**config.mk**
```make
export PLATFORM = sky130hd
export DESIGN_NAME = exc_ctrl
export DESIGN_NICKNAME = d
export VERILOG_FILES = /design/src/rtl/exc_pkg.sv /design/src/rtl/exc_arbiter.sv /design/src/rtl/exc_entry_calc.sv /design/src/rtl/exc_bank.sv /design/src/rtl/exc_ctrl.sv
export SDC_FILE = /design/constraint.sdc
export NUM_CORES = 1
export LEC_CHECK = 0
export BUFFER_PORTS_ARGS = -buffer_cell sky130_fd_sc_hd__buf_2
export CAP_MARGIN = 40
export CORE_MARGIN = 2
export CORE_UTILIZATION = 40
export DETAILED_ROUTE_END_ITERATION = 6
export PLACE_DENSITY_LB_ADDON = 0.12
export SYNTH_ARGS = -nofsm -noshare
export SYNTH_HDL_FRONTEND = slang
export SYNTH_SLANG_ARGS = --single-unit
```
**constraint.sdc**
```tcl
create_clock -name clk -period 5 [get_ports clk]
set_input_delay 0 -clock clk [delete_from_list [all_inputs] [get_ports clk]]
set_output_delay 0 -clock clk [all_outputs]
set_load 0.1 [all_outputs]
```
**src/rtl/exc_pkg.sv**
```systemverilog
package exc_pkg;

    localparam int XW     = 32;
    localparam int NSLOT  = 8;
    localparam int NPRIO  = 7;
    localparam int NBANK  = 5;
    localparam int BIDX_W = $clog2(NBANK);

    localparam int PSR_T = 5;
    localparam int PSR_F = 6;
    localparam int PSR_I = 7;

    localparam logic [4:0] MODE_USR = 5'h10;
    localparam logic [4:0] MODE_FIQ = 5'h11;
    localparam logic [4:0] MODE_IRQ = 5'h12;
    localparam logic [4:0] MODE_SVC = 5'h13;
    localparam logic [4:0] MODE_ABT = 5'h17;
    localparam logic [4:0] MODE_UND = 5'h1B;
    localparam logic [4:0] MODE_SYS = 5'h1F;

    typedef enum logic [2:0] {
        EX_RESET = 3'd0,
        EX_UNDEF = 3'd1,
        EX_SVC   = 3'd2,
        EX_PABT  = 3'd3,
        EX_DABT  = 3'd4,
        EX_RSVD  = 3'd5,
        EX_IRQ   = 3'd6,
        EX_FIQ   = 3'd7
    } exc_kind_e;

    typedef struct packed {
        logic [XW-1:0] psr;
        logic [XW-1:0] spsr;
        logic [XW-1:0] link;
        logic [XW-1:0] vector;
    } entry_t;

    typedef struct packed {
        logic              hit;
        logic [BIDX_W-1:0] idx;
    } bank_sel_t;

    // Priority rank 0 is served first.
    function automatic exc_kind_e prio_at(input int rank);
        case (rank)
            0:       return EX_RESET;
            1:       return EX_DABT;
            2:       return EX_FIQ;
            3:       return EX_IRQ;
            4:       return EX_PABT;
            5:       return EX_UNDEF;
            default: return EX_SVC;
        endcase
    endfunction

    function automatic logic [4:0] target_mode(input exc_kind_e k);
        case (k)
            EX_FIQ:           return MODE_FIQ;
            EX_IRQ:           return MODE_IRQ;
            EX_PABT, EX_DABT: return MODE_ABT;
            EX_UNDEF:         return MODE_UND;
            default:          return MODE_SVC;
        endcase
    endfunction

    function automatic bank_sel_t bank_of_mode(input logic [4:0] m);
        bank_sel_t s;
        s.hit = 1'b1;
        case (m)
            MODE_FIQ: s.idx = BIDX_W'(0);
            MODE_IRQ: s.idx = BIDX_W'(1);
            MODE_SVC: s.idx = BIDX_W'(2);
            MODE_ABT: s.idx = BIDX_W'(3);
            MODE_UND: s.idx = BIDX_W'(4);
            default: begin
                s.hit = 1'b0;
                s.idx = '0;
            end
        endcase
        return s;
    endfunction

endpackage

```
**src/rtl/exc_arbiter.sv**
```systemverilog
module exc_arbiter
    import exc_pkg::*;
(
    input  logic             clk,
    input  logic             rst,
    input  logic [NSLOT-1:0] req,
    input  logic             irq_mask,
    input  logic             fiq_mask,
    output logic             grant_vld,
    output exc_kind_e        grant_kind
);

    logic [NSLOT-1:0] pend_q;
    logic [NSLOT-1:0] eff;
    logic [NSLOT-1:0] elig;
    logic [NSLOT-1:0] grant_oh;

    always_comb begin
        eff = pend_q | req;
        eff[EX_RSVD] = 1'b0;
        elig = eff;
        if (irq_mask) elig[EX_IRQ] = 1'b0;
        if (fiq_mask) elig[EX_FIQ] = 1'b0;
    end

    always_comb begin
        grant_vld  = 1'b0;
        grant_kind = EX_RESET;
        for (int r = 0; r < NPRIO; r++) begin
            if (!grant_vld && elig[prio_at(r)]) begin
                grant_vld  = 1'b1;
                grant_kind = prio_at(r);
            end
        end
        grant_oh = '0;
        if (grant_vld) grant_oh[grant_kind] = 1'b1;
    end

    always_ff @(posedge clk) begin
        if (rst) pend_q <= '0;
        else     pend_q <= eff & ~grant_oh;
    end

    a_r2_single_grant: assert property (@(posedge clk) disable iff (rst)
        $onehot0(grant_oh));

    a_r3_irq_respects_mask: assert property (@(posedge clk) disable iff (rst)
        (grant_vld && grant_kind == EX_IRQ) |-> !irq_mask);

    a_r3_fiq_respects_mask: assert property (@(posedge clk) disable iff (rst)
        (grant_vld && grant_kind == EX_FIQ) |-> !fiq_mask);

    a_r3_masked_irq_kept: assert property (@(posedge clk) disable iff (rst)
        (eff[EX_IRQ] && !grant_oh[EX_IRQ]) |=> pend_q[EX_IRQ]);

    a_r2_loser_kept: assert property (@(posedge clk) disable iff (rst)
        (eff[EX_SVC] && !grant_oh[EX_SVC]) |=> pend_q[EX_SVC]);

endmodule

```
**src/rtl/exc_entry_calc.sv**
```systemverilog
module exc_entry_calc
    import exc_pkg::*;
#(
    parameter logic [XW-1:0] HI_BASE = 32'hFFFF_0000,
    parameter logic [XW-1:0] LO_BASE = 32'h0000_0000
) (
    input  exc_kind_e     kind,
    input  logic [XW-1:0] cur_psr,
    input  logic [XW-1:0] cur_pc,
    input  logic          hivec,
    output entry_t        ent
);

    always_comb begin
        ent.spsr = cur_psr;

        ent.psr        = cur_psr;
        ent.psr[4:0]   = target_mode(kind);
        ent.psr[PSR_T] = 1'b0;
        ent.psr[PSR_I] = 1'b1;
        if (kind == EX_FIQ || kind == EX_RESET) ent.psr[PSR_F] = 1'b1;

        case (kind)
            EX_RESET: ent.link = '0;
            EX_DABT:  ent.link = cur_pc + XW'(8);
            default:  ent.link = cur_pc + XW'(4);
        endcase

        ent.vector = (hivec ? HI_BASE : LO_BASE) + {{(XW-5){1'b0}}, kind, 2'b00};
    end

endmodule

```
**src/rtl/exc_bank.sv**
```systemverilog
module exc_bank
    import exc_pkg::*;
(
    input  logic              clk,
    input  logic              rst,
    input  logic              wr_en,
    input  logic [BIDX_W-1:0] wr_idx,
    input  logic [XW-1:0]     wr_psr,
    input  logic [XW-1:0]     wr_link,
    input  logic [BIDX_W-1:0] rd_idx,
    output logic [XW-1:0]     rd_psr,
    output logic [XW-1:0]     rd_link
);

    logic [XW-1:0] psr_q  [NBANK];
    logic [XW-1:0] link_q [NBANK];

    for (genvar g = 0; g < NBANK; g++) begin : g_bank
        always_ff @(posedge clk) begin
            if (rst) begin
                psr_q[g]  <= '0;
                link_q[g] <= '0;
            end else if (wr_en && wr_idx == BIDX_W'(g)) begin
                psr_q[g]  <= wr_psr;
                link_q[g] <= wr_link;
            end
        end
    end

    always_comb begin
        rd_psr  = '0;
        rd_link = '0;
        for (int b = 0; b < NBANK; b++) begin
            if (rd_idx == BIDX_W'(b)) begin
                rd_psr  = psr_q[b];
                rd_link = link_q[b];
            end
        end
    end

endmodule

```
**src/rtl/exc_ctrl.sv**
```systemverilog
module exc_ctrl
    import exc_pkg::*;
(
    input  logic        clk,
    input  logic        rst,
    input  logic        req_reset,
    input  logic        req_undef,
    input  logic        req_svc,
    input  logic        req_pabt,
    input  logic        req_dabt,
    input  logic        req_irq,
    input  logic        req_fiq,
    input  logic        hivec,
    input  logic [31:0] cur_pc,
    input  logic [31:0] cur_psr,
    input  logic        eret,
    output logic        ent_valid,
    output logic [2:0]  ent_kind,
    output logic [31:0] ent_psr,
    output logic [31:0] ent_spsr,
    output logic [31:0] ent_link,
    output logic [31:0] ent_vector,
    output logic        ret_valid,
    output logic [31:0] ret_psr,
    output logic [31:0] ret_pc
);

    logic [NSLOT-1:0] req_vec;
    logic             grant_vld;
    exc_kind_e        grant_kind;
    entry_t           ent_d;
    entry_t           ent_q;
    exc_kind_e        kind_q;
    bank_sel_t        wr_sel;
    bank_sel_t        rd_sel;
    logic [XW-1:0]    bank_psr;
    logic [XW-1:0]    bank_link;
    logic             ret_take;

    always_comb begin
        req_vec           = '0;
        req_vec[EX_RESET] = req_reset;
        req_vec[EX_UNDEF] = req_undef;
        req_vec[EX_SVC]   = req_svc;
        req_vec[EX_PABT]  = req_pabt;
        req_vec[EX_DABT]  = req_dabt;
        req_vec[EX_IRQ]   = req_irq;
        req_vec[EX_FIQ]   = req_fiq;
    end

    exc_arbiter u_arb (
        .clk        (clk),
        .rst        (rst),
        .req        (req_vec),
        .irq_mask   (cur_psr[PSR_I]),
        .fiq_mask   (cur_psr[PSR_F]),
        .grant_vld  (grant_vld),
        .grant_kind (grant_kind)
    );

    exc_entry_calc u_calc (
        .kind    (grant_kind),
        .cur_psr (cur_psr),
        .cur_pc  (cur_pc),
        .hivec   (hivec),
        .ent     (ent_d)
    );

    assign wr_sel   = bank_of_mode(target_mode(grant_kind));
    assign rd_sel   = bank_of_mode(cur_psr[4:0]);
    assign ret_take = eret && rd_sel.hit && !grant_vld;

    exc_bank u_bank (
        .clk     (clk),
        .rst     (rst),
        .wr_en   (grant_vld),
        .wr_idx  (wr_sel.idx),
        .wr_psr  (ent_d.spsr),
        .wr_link (ent_d.link),
        .rd_idx  (rd_sel.idx),
        .rd_psr  (bank_psr),
        .rd_link (bank_link)
    );

    always_ff @(posedge clk) begin
        if (rst) begin
            ent_valid <= 1'b0;
            ret_valid <= 1'b0;
            ent_q     <= '0;
            kind_q    <= EX_RESET;
            ret_psr   <= '0;
            ret_pc    <= '0;
        end else begin
            ent_valid <= grant_vld;
            ret_valid <= ret_take;
            if (grant_vld) begin
                ent_q  <= ent_d;
                kind_q <= grant_kind;
            end
            if (ret_take) begin
                ret_psr <= bank_psr;
                ret_pc  <= bank_link;
            end
        end
    end

    assign ent_kind   = kind_q;
    assign ent_psr    = ent_q.psr;
    assign ent_spsr   = ent_q.spsr;
    assign ent_link   = ent_q.link;
    assign ent_vector = ent_q.vector;

    a_r9_entry_or_return: assert property (@(posedge clk) disable iff (rst)
        !(ent_valid && ret_valid));

    a_r4_entry_state: assert property (@(posedge clk) disable iff (rst)
        ent_valid |-> (ent_psr[PSR_I] && !ent_psr[PSR_T]));

    a_r5_saved_status: assert property (@(posedge clk) disable iff (rst)
        ent_valid |-> ent_spsr == $past(cur_psr));

    a_r1_vector_base: assert property (@(posedge clk) disable iff (rst)
        ent_valid |-> ent_vector[31:16] == ($past(hivec) ? 16'hFFFF : 16'h0000));

    a_r1_no_reserved_slot: assert property (@(posedge clk) disable iff (rst)
        ent_valid |-> ent_kind != 3'd5);

    a_r9_no_return_unbanked: assert property (@(posedge clk) disable iff (rst)
        (eret && (cur_psr[4:0] == MODE_USR || cur_psr[4:0] == MODE_SYS)) |=> !ret_valid);

endmodule

```
## Word level (Yosys, flattened, before mapping)

Memories as Yosys holds them, arrays and structs flattened.
Index checks and enable logic that the tools add are counted.

- Register bits: 204
- Bits in writable memories: 320
- Input port bits: 75
- Memories: 2

- $add $sub $neg: 3
- Magnitude comparators: 2
- Eq/ne operators: 22
- Muxes and demuxes: 62
- Bitwise gates (word level): 13
- Reduce and logical (&&, ||, !) cells: 27

Memories:

| name | words | bits a word | read ports | clocked after memory_dff | write ports | RTL line | RTL |
|---|---|---|---|---|---|---|---|
| u_bank.link_q | 5 | 32 | 5 | 0 | 5 | exc_bank.sv:16 | `logic [XW-1:0] link_q [NBANK];` |
| u_bank.psr_q | 5 | 32 | 5 | 0 | 5 | exc_bank.sv:15 | `logic [XW-1:0] psr_q [NBANK];` |

Operators with widths:

| kind | number |
|---|---|
| $mux 32 | 21 |
| $pmux 32 s2 | 1 |
| $eq 5x5->1 const B | 9 |
| $add 32x3->32 const B | 1 |
| $add 32x4->32 const B | 1 |
| $add 32x5->32 | 1 |
| $mux 1 | 29 |
| $pmux 3 s4 | 2 |
| $mux 3 | 6 |
| $pmux 4 s4 | 1 |
| $eq 3x2->1 const B | 5 |
| $eq 3x3->1 const B | 5 |
| $logic_and 1x1->1 | 14 |
| $or 1x1->1 | 10 |
| $eq 3x1->1 const B | 3 |
| $logic_not 3->1 | 3 |
| $and 8x8->8 | 1 |
| $mux 8 | 1 |
| $not 8->8 | 1 |
| $or 8x8->8 | 1 |
| $logic_not 1->1 | 7 |
| $reduce_or 5->1 | 1 |
| $lt 3x4->1 const B | 1 |
| $demux 1 s3 | 1 |
| 3 further kinds | 3 |

## Longest topological paths before layout

Gate-level depths: netlist of the first run.

- Depth in word-level cells: 31
- Gate-level depth with buffers: 12
- Gate-level depth less buffers: 10

## Hierarchy

A second synthesis of the first run with hierarchy kept.

- Cell total of the unflattened synthesis: 2106
- Area total of the unflattened synthesis: 23889.2 um^2

By module, submodules not included:

| module | instances | cells each | area each (um^2) | seq. area each (um^2) |
|---|---|---|---|---|
| exc_bank | 1 | 1059 | 14526.4 | 9609.2 |
| exc_ctrl | 1 | 747 | 7283.2 | 3943.8 |
| exc_entry_calc | 1 | 265 | 1769.2 | 0.0 |
| exc_arbiter | 1 | 35 | 310.3 | 140.1 |

## Worst setup path after synthesis of the first run

OpenSTA, ideal clock, no wires.

- Path kind: flip-flop to flip-flop
- Start point: reg u_arb.pend_q[0]
- End point: mem u_bank.link_q[2][0] (enable)
- Library setup time: 421 ps
- Arrival time: 4082 ps
- Setup slack: 497 ps
- Stages on the path, launching flop included: 11
- Period minus slack after synthesis: 4503 ps
- Cells stage by stage: dfxtp_1 nor4_4 nand3_1 nor2_1 inv_1 ha_1 clkbuf_1 or3b_2 a21oi_1 clkbuf_1 a21o_1

RTL lines:

| item | RTL line | RTL |
|---|---|---|
| from (decl) | exc_arbiter.sv:13 | `logic [NSLOT-1:0] pend_q;` |
| from (signal assigned) | exc_arbiter.sv:41 | `else pend_q <= eff & ~grant_oh;` |
| to (decl) | exc_bank.sv:16 |  |

==> metrics.txt, run 1 <==
Global Route Usage Sum=0.2308; most common cell after layout, fill and taps aside=edfxtp_1; number of setup buffers added after CTS=0; Achievable Freq=0.2494 GHz; Iter 0 DRT Violations=1318; HPWL Detailed=38.57 mm; DR WL/cell=roughly 23 um; crit path kind=reg -> reg; diode count=0; Tcrit/Tclk final=0.8019; final hold vios=0; vias after detailed routing=approximately 15000; Rel. slew slack=0.4000; CTS tree=yes; Max Cap Violations=0; Starting Density=0.4038; fraction of the mapped netlist area in simple logic gates=0.1600; grt ovf=0; worst r2r dst=u_bank.psr_q[1][3]$_SDFFCE_PN0P_; Most used DFF post-synth=edfxtp_1; status=complete, but fails checks; fin cells=2714; maximum number of pins on one net before global-route repair=101; R2R Setup Slk=roughly 0.99 ns; XOR/XNOR share of the synthesized area=0.0004341; PD cells=375.7 nW/um^2; die footprint=~52000 um^2; maximum root-to-sink buffer count=3; ys async rst share=0; vias per std cell=5.655; H-tree depth=2; violated checks=design-rule violations; total CTS buffers=51; Synth Area in Compound Gates=0.1602; Yosys warnings=0; I/O pins=roughly 270; Syn Std Cell Area=slightly above 20000 um^2; CP max FO=36; first-pass GRT wire length=92.76 mm; post-synth cell types=around 70; layout cell share with drive strength beyond 1=0.2057; largest family of logic cells by synthesized area=compound AO/OA/AOI/OAI gates; Worst-Margin Slew=between 0.8 and 0.9 ns; clock sink count=467; synth-to-layout area growth=19.77%; Crit. End Element=register; WP data arrival=4.28 ns; Clock Latency Late Sink=0.59 ns; Final Slew Violations=0; Yosys reg bits=467; RSZ-0062 raised after global routing=no; hold path depth=4; Clock Pin Slew Worst Setup and Hold Paths=0.06 ns; number of synthesized flops with an enable pin=320; most frequent cells in the layout=edfxtp_1 (320), buf_2 (257), nor2_1 (159); WL final=roughly 60 mm; R2R Path Start=u_arb.pend_q[7]$_SDFF_PP0_; Final min period=4.010 ns; VDD IR-drop max=0.2297 mV; vias in the first global route=14850; initial antenna violation count=0; TNS Setup=0 ns; total leakage power=9.572 nW; clock root cell=clkbuf_16; Post-route DRC=1; Worst Hold Class=in -> reg; Worst EP required=5.27 ns; GP Congestion=between 0.9 and 1; mux cell area share after synthesis=0.001984; Core Region=approximately 50000 um^2; TritonRoute pass-1 iters=7; Die H=228.6 um; post-route ant nets=0; row count=82; fill count=4592; worst hold start=cur_pc[13]; average cell area after synthesis=11.46 um^2; Final Skew=0.01196 ns; nets@finish=2082; die width=228.6 um; setup violators final=0; Mapped Cells=1760; port bufs=about 260; dpl cells=2558; Synth Area in Adders=0.003721; Seq/Total Area, Yosys=0.6221; reg2reg path depth=11; WHS Endpoint=ent_link[13]$_SDFFE_PP0P_; Worst setup SP type=register
==> cell type report <==
| class | instances | area (um^2) | area share |
|---|---|---|---|
| flip-flops and latches | 467 | 12550 | 0.5194 |
| multi-input cells | 1102 | 6736 | 0.2788 |
| repair buffers | 370 | 2420 | 0.1001 |
| clock buffers | 82 | 1514 | 0.06265 |
| well taps | 672 | 840.8 | 0.03479 |
| clock inverters | 12 | 68.82 | 0.002848 |
| inverters | 9 | 33.78 | 0.001398 |
==> power breakdown <==
group | switching [W] | leakage [nW] | internal [W] | total, W
logic | 0.000848 | 4.22 | 0.000233 | 0.00108
clock network | 0.00152 | 0.768 | 0.00206 | 0.00358
registers | 0.0000693 | 4.59 | 0.00435 | 0.00442
total | 0.00243 | 9.57 | 0.00665 | 0.00908
==> synth_stat cells (all sizes together), types with 6 or more instances <==
cell type | count | area (um^2)
a211oi | 7 | 57.55
a21o | 6 | 45.04
a21oi | 123 | 615.6
a221oi | 53 | 464.2
a222oi | 13 | 130.1
a22o | 15 | 131.4
a22oi | 58 | 435.4
a31oi | 10 | 62.56
a32o | 51 | 510.5
and2 | 33 | 206.5
and3 | 138 | 863.3
buf | 94 | 620.6
clkbuf | 102 | 382.9
dfxtp | 147 | 2943
edfxtp | 320 | 9609
ha | 6 | 75.07
inv | 9 | 33.78
nand2 | 119 | 446.7
nand2b | 53 | 331.6
nand3 | 14 | 70.07
nand4 | 12 | 81.33
nor2 | 161 | 604.3
nor3 | 46 | 241.5
nor4 | 13 | 102.6
o211ai | 6 | 45.04
o21ai | 70 | 350.3
==> how the worst max path moves through the flow <==
stage / startpoint / endpoint / cells after the start
after CTS: u_arb.pend_q[7]$_SDFF_PP0_ / u_bank.psr_q[1][4]$_SDFFCE_PN0P_ / 11
after floorplan: u_arb.pend_q[0]$_SDFF_PP0_ / u_bank.link_q[2][0]$_SDFFCE_PN0P_ / 10
final: u_arb.pend_q[7]$_SDFF_PP0_ / u_bank.psr_q[1][3]$_SDFFCE_PN0P_ / 11
after global placement: u_arb.pend_q[7]$_SDFF_PP0_ / u_bank.link_q[1][2]$_SDFFCE_PN0P_ / 11
after detailed placement: u_arb.pend_q[7]$_SDFF_PP0_ / u_bank.link_q[1][13]$_SDFFCE_PN0P_ / 11
after global routing: u_arb.pend_q[7]$_SDFF_PP0_ / u_bank.psr_q[1][3]$_SDFFCE_PN0P_ / 11
==> per-layer routing <==
| layer | wire [um] | up-vias | share of wire | global-route usage |
|---|---|---|---|---|
| met5 | 0 | - | 0 | 0 |
| met4 | 976 | 0 | 0.016 | 0.05004 |
| met3 | 3754 | 59 | 0.061 | 0.03905 |
| met2 | 28340 | 564 | 0.46 | 0.3676 |
| met1 | 28650 | 7631 | 0.46 | 0.3308 |
| li1 | - | 7095 | - | - |
==> critical path: stages (launching register included) <==
cell and delay (ns):
dfxtp_1 0.32, o21ba_2 0.28, or3_1 0.39, a21oi_1 0.33, ha_1 0.23, buf_4 0.37, or3b_2 0.50, nor2_1 0.10
o21a_1 0.24, o21ai_0 0.18, nand2b_4 0.42, buf_12 0.29
==> sequential cells by signal, indices dropped and copies added (netlist names) <==
signal / flops
u_bank.link_q: 160
u_arb.pend_q: 7
u_bank.psr_q: 160
ent_link: 32
ret_pc: 32
ret_valid: 1
ent_spsr: 32
ent_vector: 2
ret_psr: 32
ent_psr: 6
ent_valid: 1
ent_kind: 2
==> what timing repair did <==
action                                  in CTS  in global routing
gates resized for setup                      0                  0
endpoints found under the setup margin       0                  0
hold buffers                                60                  1
endpoints found under the hold margin      259                  1
==> cells by family after synthesis <==
logic type / Yosys count
adders and majority gates: 6
and+or+nand+nor: 623
other: 1
muxes: 4
xor gates and xnor gates: 1
buffers and inverters: 205
DFF: 467
AOI/OAI and AO/OA: 453
==> per-stage QoR <==
stage / hold slack [ns] / setup slack, ns / power [W] / utilization / cell area [um^2]
5_1_grt: 0.07520 / 0.6496 / 0.009372 / 0.4836 / 24170
3_5_place_dp: 0.2604 / 0.9586 / 0.005543 / 0.4396 / 21960
2_1_floorplan: 0.1405 / 0.4974 / 0.005233 / - / 20230
6_report: 0.07265 / 0.9905 / 0.009079 / 0.4836 / 24170
3_3_place_gp: 0.2552 / 1.047 / 0.005517 / 0.4355 / 21760
4_1_cts: 0.01106 / 0.9380 / 0.009157 / 0.4833 / 24150
(Power assumes the default switching activity.)
==> run 2, diff against run 1 <==
==> constraint.sdc (replaced) <==
create_clock -name clk -period 3.35 [get_ports clk]
set_input_delay 0 -clock clk [delete_from_list [all_inputs] [get_ports clk]]
set_output_delay 0 -clock clk [all_outputs]
set_load 0.1 [all_outputs]
==> run 2 against run 1 <==
  * The run now ends clean
  * First-iteration DRC count up 23%
  * Utilization up 1.1 points
  * Cell count up 1.4%
  * Critical path depth unchanged
  * Count of clock-buffer cells in the layout down 2
  * Register-to-register slack worse by 0.78 ns
  * Worst hold slack worse by 0.026 ns
  * Total power up 56%
  * Largest power group unchanged
  * Highest routed layer unchanged
==> metrics.txt, run 2 (synthesis results as in run 1) <==
GP Congestion=0.8870 (was 0.9440); Tot Pwr=0.01414 W (was 0.009079 W); Iter 0 DRT Violations=1617 (was 1318); total leakage power=9.848 nW (was 9.572 nW); die width=228.6 um (unchanged); Final Skew=0.02332 ns (was 0.01196 ns); routing usage on met1=0.3357 (was 0.3308); first-pass GRT wire length=94.80 mm (was 92.76 mm); VDD IR-drop max=0.3680 mV (was 0.2297 mV); vias after detailed routing=15550 (was 15350); crit path kind=reg -> reg (unchanged); Die H=228.6 um (unchanged); most common cell after layout, fill and taps aside=edfxtp_1 (unchanged); maximum number of pins on one net before global-route repair=78 (was 101); Worst EP required=3.62 ns (was 5.27 ns); CTS tree=yes (unchanged); Tcrit/Tclk final=0.9379 (was 0.8019); Final WS setup=0.2081 ns (was 0.9905 ns); maximum root-to-sink buffer count=3 (unchanged); HPWL Detailed=38.72 mm (was 38.57 mm); Critical path buffers and inverters=2 (unchanged); Worst setup SP type=register (unchanged); H-tree depth=2 (unchanged); setup violators final=0 (unchanged); Worst-Margin Slew=1.074 ns (was 0.8941 ns); clock sink count=467 (unchanged); WP data arrival=3.42 ns (was 4.28 ns); final hold vios=0 (unchanged); die footprint=52260 um^2 (unchanged); WL final=62.69 mm (was 61.71 mm); Rel. slew slack=0.2840 (was 0.4000); pre-CTS setup slack=0.1406 ns (was 0.9586 ns); CP max FO=32 (was 36); Largest regs=u_bank.link_q (160), u_bank.psr_q (160) (unchanged); Clock Pin Slew Worst Setup and Hold Paths=0.06 ns (about the same); GRT Max-Usage Layer=met2 (unchanged); most frequent cells in the layout=edfxtp_1 (320), buf_2 (256), nor2_1 (158) (was edfxtp_1 (320), buf_2 (257), nor2_1 (159)); Achievable Freq=0.3183 GHz (was 0.2494 GHz); grt met3 use=0.04316 (was 0.03905); layout cell share with drive strength beyond 1=0.2194 (was 0.2057); Top delay family on crit path=simple AND/OR/NAND/NOR gates (unchanged); DR WL/cell=22.79 um (was 22.74 um); Starting Density=0.4038 (unchanged); Max Cap Violations=0 (unchanged); post-route ant nets=0 (unchanged); vias per std cell=5.654 (was 5.655); PD cells=572.1 nW/um^2 (was 375.7 nW/um^2); status=finished, final reports clean (was complete, but fails checks); Core Region=49970 um^2 (unchanged); vias in the first global route=15350 (was 14850); synth-to-layout area growth=22.49% (was 19.77%); Post-route DRC=0 (was 1); Final min period=3.142 ns (was 4.010 ns); CP peak stage delay=0.50 ns (about the same); port bufs=257 (unchanged); total CTS buffers=53 (was 51); clock root cell=clkbuf_16 (unchanged); row count=82 (unchanged); initial antenna violation count=0 (unchanged); Global Route Usage Sum=0.2351 (was 0.2308); post-layout util=0.4946 (was 0.4836); grt ovf=0 (unchanged); I/O pins=272 (unchanged); CP Cell Sequence=o21ba_2 > or3_1 > a21oi_1 > inv_1 > ha_1 > or3b_2 > nor3_1 > o21a_2 > o21ai_1 > nand2b_4 > buf_12 (was o21ba_2 > or3_1 > a21oi_1 > ha_1 > buf_4 > or3b_2 > nor2_1 > o21a_1 > o21ai_0 > nand2b_4 > buf_12); slowest cell on the critical path=or3b_2 (unchanged); Clock Latency Late Sink=0.61 ns (was 0.59 ns); grt met2 use=0.3719 (was 0.3676); Worst Hold Class=in -> reg (unchanged); TritonRoute pass-1 iters=7 (unchanged); Final Slew Violations=0 (unchanged); nets@finish=2114 (was 2082); Crit. End Element=register (unchanged); TNS Setup=0 ns (unchanged)
## run 2: changes by cell type in the layout (fill, tap and decap cells not counted), moves of 3 or more
cell,before,now
clkbuf_1,20,13
buf_12,4,14
clkbuf_16,52,55
bufinv_16,0,3
buf_16,4,0
clkinv_1,2,5
dlygate4sd3_1,61,69
buf_4,43,60
## run 2: cell type report
type | count | area (um^2)
Tap cell | 672 | 840.8
Timing Repair Buffer | 399 | 2703
Multi-Input combinational cell | 1103 | 6783
Sequential cell | 467 | 12550
Clock inverter | 20 | 209.0
Fill cell | 4522 | 25250
Inverter | 9 | 33.78
Antenna cell | 1 | 2.502
Clock buffer | 80 | 1590
## run 2: metrics by stage
step / cell area (um^2) / hold WS [ns] / cells
2_1_floorplan: 20270 / 0.1405 / 1774
3_3_place_gp: 22190 / 0.2457 / 2578
3_5_place_dp: 22200 / 0.2611 / 2580
4_1_cts: 24690 / 0.008868 / 2749
5_1_grt: 24710 / 0.05273 / 2750
6_report: 24710 / 0.04652 / 2751
## run 2: tightest hold or removal path: stages
cell and delay, ns:
buf_2 0.14, nand3_1 0.09, o211ai_1 0.09, buf_4 0.17
a21oi_1 0.11
## run 2: repair_timing
| action | CTS | global route |
|---|---|---|
| buffers inserted | 0 | 0 |
| setup endpoints to repair | 0 | 16 |
| hold buffers | 69 | 0 |
| gates resized for setup | 0 | 3 |
| endpoints found under the hold margin | 265 | 0 |
## run 2: routing by layer
| metal | part of all wire | wire length (um) |
|---|---|---|
| met5 | 0 | 0 |
| met4 | 0.017 | 1046 |
| met3 | 0.069 | 4336 |
| met2 | 0.46 | 29070 |
| met1 | 0.45 | 28240 |
## run 2: power breakdown
part | total, W | internal [W] | switching, W
logic | 0.00166 | 0.000379 | 0.00128
clock network | 0.00589 | 0.00352 | 0.00237
registers | 0.00659 | 0.00649 | 0.000102
total | 0.0141 | 0.0104 | 0.00376
## run 2: path summary, 6_finish.rpt
check        depth (start not counted)                        from                                end  slack (ns)
min                                  5                  cur_pc[10]          ent_link[11]$_SDFFE_PP0P_        0.05
min reg2reg                          2   ent_link[16]$_SDFFE_PP0P_          ent_link[16]$_SDFFE_PP0P_        0.45
max reg2reg                         11  u_arb.pend_q[7]$_SDFF_PP0_  u_bank.psr_q[1][24]$_SDFFCE_PN0P_        0.21
max                                 11  u_arb.pend_q[7]$_SDFF_PP0_  u_bank.psr_q[1][24]$_SDFFCE_PN0P_        0.21
